## src/rtl/quad_link_pkg.sv

```systemverilog
`timescale 1ns/1ps
package quad_link_pkg;

   typedef logic [3:0] quad_t;

   typedef struct packed {
      logic t;
      logic f;
   } rail_t;

   typedef enum logic [1:0] {
      TX_IDLE  = 2'd0,
      TX_CODE  = 2'd1,
      TX_SPACE = 2'd2
   } tx_state_t;

   function automatic int cnt_width(input int n);
      return (n > 1) ? $clog2(n) : 1;
   endfunction

endpackage

```

## src/rtl/quad_onehot_enc.sv

```systemverilog
`timescale 1ns/1ps
module quad_onehot_enc
   import quad_link_pkg::*;
(
   input  logic [1:0] sym,
   output quad_t      code
);
   always_comb begin
      code = '0;
      code[sym] = 1'b1;
   end
endmodule

```

## src/rtl/quad_rail_dec.sv

```systemverilog
`timescale 1ns/1ps
module quad_rail_dec
   import quad_link_pkg::*;
(
   input  quad_t      wires,
   output logic       complete,
   output logic       multi,
   output logic [1:0] sym
);
   rail_t rail [2];

   for (genvar b = 0; b < 2; b++) begin : g_rail
      always_comb begin
         rail[b] = '0;
         for (int j = 0; j < 4; j++) begin
            if (((j >> b) & 1) != 0) rail[b].t = rail[b].t | wires[j];
            else                     rail[b].f = rail[b].f | wires[j];
         end
      end
      assign sym[b] = rail[b].t;
   end

   assign complete = |wires;
   // two or more wires always set both rails of at least one bit
   assign multi    = (rail[0].t & rail[0].f) | (rail[1].t & rail[1].f);
endmodule

```

## src/rtl/quad_tx.sv

```systemverilog
`timescale 1ns/1ps
module quad_tx
   import quad_link_pkg::*;
#(
   parameter int DATA_W = 8
) (
   input  logic              clk,
   input  logic              rst_n,
   input  logic              src_valid,
   output logic              src_ready,
   input  logic [DATA_W-1:0] src_data,
   output quad_t             wires_o,
   input  logic              ack_i
);
   localparam int NSYM = DATA_W / 2;
   localparam int CW   = cnt_width(NSYM);

   tx_state_t         st_q;
   quad_t             wires_q;
   quad_t             code_nxt;
   logic [DATA_W-1:0] sh_q;
   logic [CW-1:0]     left_q;
   logic [1:0]        sym_nxt;

   assign sym_nxt   = (st_q == TX_IDLE) ? src_data[1:0] : sh_q[1:0];
   assign src_ready = (st_q == TX_IDLE) && !ack_i;
   assign wires_o   = wires_q;

   quad_onehot_enc u_enc (.sym(sym_nxt), .code(code_nxt));

   always_ff @(posedge clk) begin
      if (!rst_n) begin
         st_q    <= TX_IDLE;
         wires_q <= '0;
         sh_q    <= '0;
         left_q  <= '0;
      end else begin
         case (st_q)
            TX_IDLE: begin
               if (src_valid && src_ready) begin
                  wires_q <= code_nxt;
                  sh_q    <= src_data >> 2;
                  left_q  <= CW'(NSYM - 1);
                  st_q    <= TX_CODE;
               end
            end
            TX_CODE: begin
               if (ack_i) begin
                  wires_q <= '0;
                  st_q    <= TX_SPACE;
               end
            end
            TX_SPACE: begin
               if (!ack_i) begin
                  if (left_q == '0) begin
                     st_q <= TX_IDLE;
                  end else begin
                     wires_q <= code_nxt;
                     sh_q    <= sh_q >> 2;
                     left_q  <= left_q - 1'b1;
                     st_q    <= TX_CODE;
                  end
               end
            end
            default: st_q <= TX_IDLE;
         endcase
      end
   end
endmodule

```

## src/rtl/quad_rx.sv

```systemverilog
`timescale 1ns/1ps
module quad_rx
   import quad_link_pkg::*;
#(
   parameter int DATA_W    = 8,
   parameter bit RX_IN_REG = 1'b0
) (
   input  logic              clk,
   input  logic              rst_n,
   input  quad_t             wires_i,
   output logic              ack_o,
   output logic              err_o,
   output logic              snk_valid,
   input  logic              snk_ready,
   output logic [DATA_W-1:0] snk_data
);
   localparam int NSYM = DATA_W / 2;
   localparam int CW   = cnt_width(NSYM);

   quad_t             wires_s;
   logic              complete, multi;
   logic [1:0]        sym;
   logic              ack_q, err_q, oval_q;
   logic [DATA_W-1:0] odata_q;
   logic [CW-1:0]     cnt_q;
   logic              last, slot_free, take;
   logic [DATA_W-1:0] word_full;

   if (RX_IN_REG) begin : g_in_reg
      quad_t in_q;
      always_ff @(posedge clk) begin
         if (!rst_n) in_q <= '0;
         else        in_q <= wires_i;
      end
      assign wires_s = in_q;
   end else begin : g_in_direct
      assign wires_s = wires_i;
   end

   quad_rail_dec u_dec (
      .wires    (wires_s),
      .complete (complete),
      .multi    (multi),
      .sym      (sym)
   );

   assign last      = (cnt_q == CW'(NSYM - 1));
   assign slot_free = !oval_q || snk_ready;
   assign take      = !ack_q && complete && !multi && (!last || slot_free);

   if (NSYM == 1) begin : g_one_sym
      assign word_full = sym;
   end else begin : g_multi_sym
      logic [DATA_W-3:0] part_q;
      always_ff @(posedge clk) begin
         if (!rst_n)    part_q <= '0;
         else if (take) part_q <= word_full[DATA_W-1:2];
      end
      assign word_full = {sym, part_q};
   end

   always_ff @(posedge clk) begin
      if (!rst_n) begin
         ack_q   <= 1'b0;
         err_q   <= 1'b0;
         oval_q  <= 1'b0;
         odata_q <= '0;
         cnt_q   <= '0;
      end else begin
         err_q <= multi;
         if (take)                   ack_q <= 1'b1;
         else if (ack_q && !complete) ack_q <= 1'b0;
         if (take) cnt_q <= last ? '0 : cnt_q + 1'b1;
         if (take && last) begin
            oval_q  <= 1'b1;
            odata_q <= word_full;
         end else if (snk_ready) begin
            oval_q  <= 1'b0;
         end
      end
   end

   assign ack_o     = ack_q;
   assign err_o     = err_q;
   assign snk_valid = oval_q;
   assign snk_data  = odata_q;
endmodule

```

## src/rtl/quad_link.sv

```systemverilog
`timescale 1ns/1ps
module quad_link
   import quad_link_pkg::*;
#(
   parameter int DATA_W    = 8,
   parameter bit RX_IN_REG = 1'b0
) (
   input  logic              clk,
   input  logic              rst_n,
   input  logic              src_valid,
   output logic              src_ready,
   input  logic [DATA_W-1:0] src_data,
   output logic [3:0]        tx_wires,
   input  logic              tx_ack,
   input  logic [3:0]        rx_wires,
   output logic              rx_ack,
   output logic              snk_valid,
   input  logic              snk_ready,
   output logic [DATA_W-1:0] snk_data,
   output logic              rx_err
);
   if (DATA_W < 2 || (DATA_W % 2) != 0) begin : g_bad_width
      $error("quad_link: DATA_W must be even and at least 2");
   end

   quad_tx #(.DATA_W(DATA_W)) u_tx (
      .clk       (clk),
      .rst_n     (rst_n),
      .src_valid (src_valid),
      .src_ready (src_ready),
      .src_data  (src_data),
      .wires_o   (tx_wires),
      .ack_i     (tx_ack)
   );

   quad_rx #(.DATA_W(DATA_W), .RX_IN_REG(RX_IN_REG)) u_rx (
      .clk       (clk),
      .rst_n     (rst_n),
      .wires_i   (rx_wires),
      .ack_o     (rx_ack),
      .err_o     (rx_err),
      .snk_valid (snk_valid),
      .snk_ready (snk_ready),
      .snk_data  (snk_data)
   );
endmodule

```

## config.mk

```make
export PLATFORM = sky130hd
export DESIGN_NAME = quad_link
export DESIGN_NICKNAME = d
export VERILOG_FILES = /design/src/rtl/quad_link_pkg.sv /design/src/rtl/quad_onehot_enc.sv /design/src/rtl/quad_rail_dec.sv /design/src/rtl/quad_tx.sv /design/src/rtl/quad_rx.sv /design/src/rtl/quad_link.sv
export SDC_FILE = /design/constraint.sdc
export NUM_CORES = 1
export LEC_CHECK = 0
export ABC_AREA = 1
export BUFFER_PORTS_ARGS = -buffer_cell sky130_fd_sc_hd__buf_4
export CORE_MARGIN = 2
export CORE_UTILIZATION = 55
export CTS_CLUSTER_DIAMETER = 50
export CTS_CLUSTER_SIZE = 24
export DETAILED_ROUTE_END_ITERATION = 16
export HOLD_SLACK_MARGIN = 0.12
export PLACE_DENSITY = 0.8
export SYNTH_ARGS = -nofsm -noshare
export SYNTH_HDL_FRONTEND = slang
export SYNTH_SLANG_ARGS = --single-unit
export TNS_END_PERCENT = 20
```

## constraint.sdc

```tcl
create_clock -name clk -period 2.7 [get_ports clk]
set_clock_uncertainty 0.05 [all_clocks]
set_input_delay 0.135 -clock clk [delete_from_list [all_inputs] [get_ports clk]]
set_output_delay 0.135 -clock clk [all_outputs]
set_load 0.02 [all_outputs]
```

==> summary.md <==
| Metric | Value |
|---|---|
| Sequential power share | 0.536 |
| Post-route clock period utilization | 0.680 |
| Post-synthesis sequential area ratio | 0.425 |
| Drc violations | 0 |
| Synth Net Count | 244 |
| Core area | 2710 sq um |
| CTS clk-pin slew, worst paths | 0.09 ns |
| Top post-synthesis cells by count | nand2_1, nor2_1, dfxtp_1 |
| Dominant cell type by area after synthesis | dfxtp_1 |
| XOR/XNOR Fraction of Synth Area | 0 |
| Final Wtd Congestion | 0.806 |
| Multi-input logic area | 708 sq um |
| CTS Buffer Depth | 2 |
| Max-cap violation count | 0 |
| Number of synthesized register bits | 33 |
| Hold Crit Start | rx_wires[2] |
| Die area | 3260 sq um |
| Post-route cell area | 1940 sq um |
| Post-DR vias/cell | 4.87 |
| Largest net degree at the start of global routing | 23 |
| Share of cells above drive strength 1 | 0.204 |
| Die X | 57.1 um |
| Top cells by area, synth | dfxtp_1, nand2_1, nor2_1 |
| Setup slack at placement | 1.11 ns |
| Setup TNS | 0 ns |
| Top FF cell, synth | dfxtp_1 |
| Post-synth EDFFs | 0 |
| Critical path class | flip-flop to flip-flop |
| Share of flip-flops with an asynchronous set or reset | 0 |
| DP Wirelength | 2040 um |
| Setup crit end kind | flip-flop |
| Ant. Diodes | 0 |
| DP Area | 1780 sq um |
| Min Tclk post-route | 1.84 ns |
| Sequential Area | 661 sq um |
| H-tree depth reported by CTS | 2 |
| Final worst slack | 0.865 ns |
| Cts bufs inserted | 5 |
| Total number of yosys warnings | 0 |
| Routed WL | 3050 um |
| Fin nets | 288 |
| Synth Instances | 225 |
| Post-cts sizing count | 0 |
| Synth top area share | 0.425 |
| Hold Fails Final Rpt | 0 |
| # clock sinks | 33 |
| Vias in the first global route | 1332 |
| Final Slew Violations | 0 |
| Starting Density | 0.573 |
| Clock Latency Late Sink | 0.33 ns |
| Worst Tran Pin Value | 0.456 ns |
| Adder-cell area share of the yosys netlist | 0.0161 |
| Final Setup Violations | 0 |
| FILL cells | 206 |
| Combinational share of power | 0.184 |
| FF-to-FF Start | u_tx.st_q[1] |
| Unique masters post-synth | 21 |
| Vias | 1460 |
| Critical Path RT | 2.92 ns |
| RSZ-0062 raised after global routing | false |
| Vert. Die Dim | 57.1 um |
| Post-DRT Antenna Nets | 0 |
| Fmax | 545 MHz |
| Top-count cell post-synth | nand2_1 |
| GRT Resource Usage Total | 0.212 |
| Initial antenna violation count | 0 |
| Worst min-delay path class | input port to flip-flop |
| Crit-path max FO | 12 |
| Routed len/inst | 10.2 um |
| Critical path origin | u_tx.st_q[1] |
| Std cell rows | 19 |
| DR pass1 iterations | 5 |
| Avg Cell Area, Syn | 6.90 sq um |
| Switching share of power | 0.278 |
| Largest family of logic cells by synthesized area | simple AND/OR/NAND/NOR gates |
| Sw power | 276 uW |
| Pwr dens | 511 nW/um^2 |
| Clock Power Share | 0.280 |
| Area grow syn2layout | 25.0% |
| TritonCTS clock tree | built |
| Synth Area in Compound Gates | 0.132 |
| Critical path arrival | 2.05 ns |
| Status | completed |
| Total gr overflow | 0 |
| VDD IR-drop max | 0.441 mV |
| Mux share of post-synthesis cell area | 0 |
| IO Pins | 33 |
| PortBufs | 32 |
| Synth Area in Simple Gates | 0.308 |
| Int Power | 715 uW |
| Initial DRC Count | 39 |
| Root buffer cell | clkbuf_4 |
| Worst slew margin | 0.695 |
| First-pass GRT wire length | 5420 um |
| Worst setup SP type | flip-flop |
| Mapped cell area | 1550 sq um |
| Leak Pwr | 0.934 nW |
-- metal layers --
metal  global-route usage  vias to the layer above  routed length [um]
li1                     -                      791                   -
met3               0.0726                       10                 190
met5                    0                        -                   0
met2                0.351                       38                1350
met4               0.0797                        0                  64
met1                0.256                      621                1450
-- flip-flops by register name, indices dropped and copies added, names as in the netlist --
name	count
u_tx.sh_q	6
u_tx.wires_o	4
u_rx.snk_data	8
u_rx.g_multi_sym.part_q	6
u_rx.err_o	1
u_tx.left_q	2
u_rx.ack_o	1
u_rx.cnt_q	2
u_rx.snk_valid	1
u_tx.st_q	2
-- cells in the final DEF (no fill, tap or decap), drive strengths merged --
master       netlist  final
nand2             56     56
nor2              40     40
buf                6     34
dfxtp             33     33
inv               30     30
a21oi             22     22
nand3             16     16
o21ai             16     16
dlygate4sd3        0     11
clkbuf             2      7
ha                 2      2
nor3               1      1
a211oi             1      1
-- layout make-up --
type | count | area share
clock buffer | 7 | 0.0284
sequential | 33 | 0.340
inverter | 30 | 0.0580
multi-input combinational | 154 | 0.365
timing repair buffer | 45 | 0.188
tap | 31 | 0.0200
-- cells by family after synthesis --
group,Yosys count
simple gates,113
buf+inv,38
compound gates,39
fa+ha+maj,2
flops,33
-- path summary, 6_finish.rpt --
path                            slack (ns)  cells after the start                    endpoint
worst min register to register        0.40                      2                u_tx.sh_q[2]
worst max register to register        0.86                      4                u_tx.sh_q[4]
worst max-delay path                  0.86                      4                u_tx.sh_q[4]
worst min-delay path                  0.14                      5  u_rx.g_multi_sym.part_q[5]
-- power groups by stage --
stage          combinational [mW]  clock, mW  sequential (mW)
6_report                    0.182      0.278            0.531
2_1_floorplan               0.110          0            0.550
3_5_place_dp                0.168          0            0.542
4_1_cts                     0.181      0.285            0.531
5_1_grt                     0.208      0.309            0.535
3_3_place_gp                0.167          0            0.542
-- metrics by stage --
step / hold slack, ns / util / total power, mW / std cells
4_1_cts: 0.138 / 0.716 / 0.997 / 300
3_3_place_gp: 0.379 / 0.655 / 0.709 / 282
3_5_place_dp: 0.382 / 0.655 / 0.710 / 282
2_1_floorplan: 0.223 / - / 0.659 / 225
5_1_grt: 0.156 / 0.716 / 1.05 / 300
6_report: 0.138 / 0.716 / 0.992 / 300
-- critical path, stage by stage, from the launching register on --
cell,delay (ns)
dfxtp_1,0.46
nor3_1,0.41
nand3_1,0.13
dlygate4sd3_1,0.58
a21oi_1,0.14
-- timing repair --
action / 4_1_cts / 5_1_grt
endpoints found under the hold margin: 27 / 0
hold buffers: 11 / 0
buffers inserted: 0 / 0
Note: power is estimated with default switching activity, not from simulation.
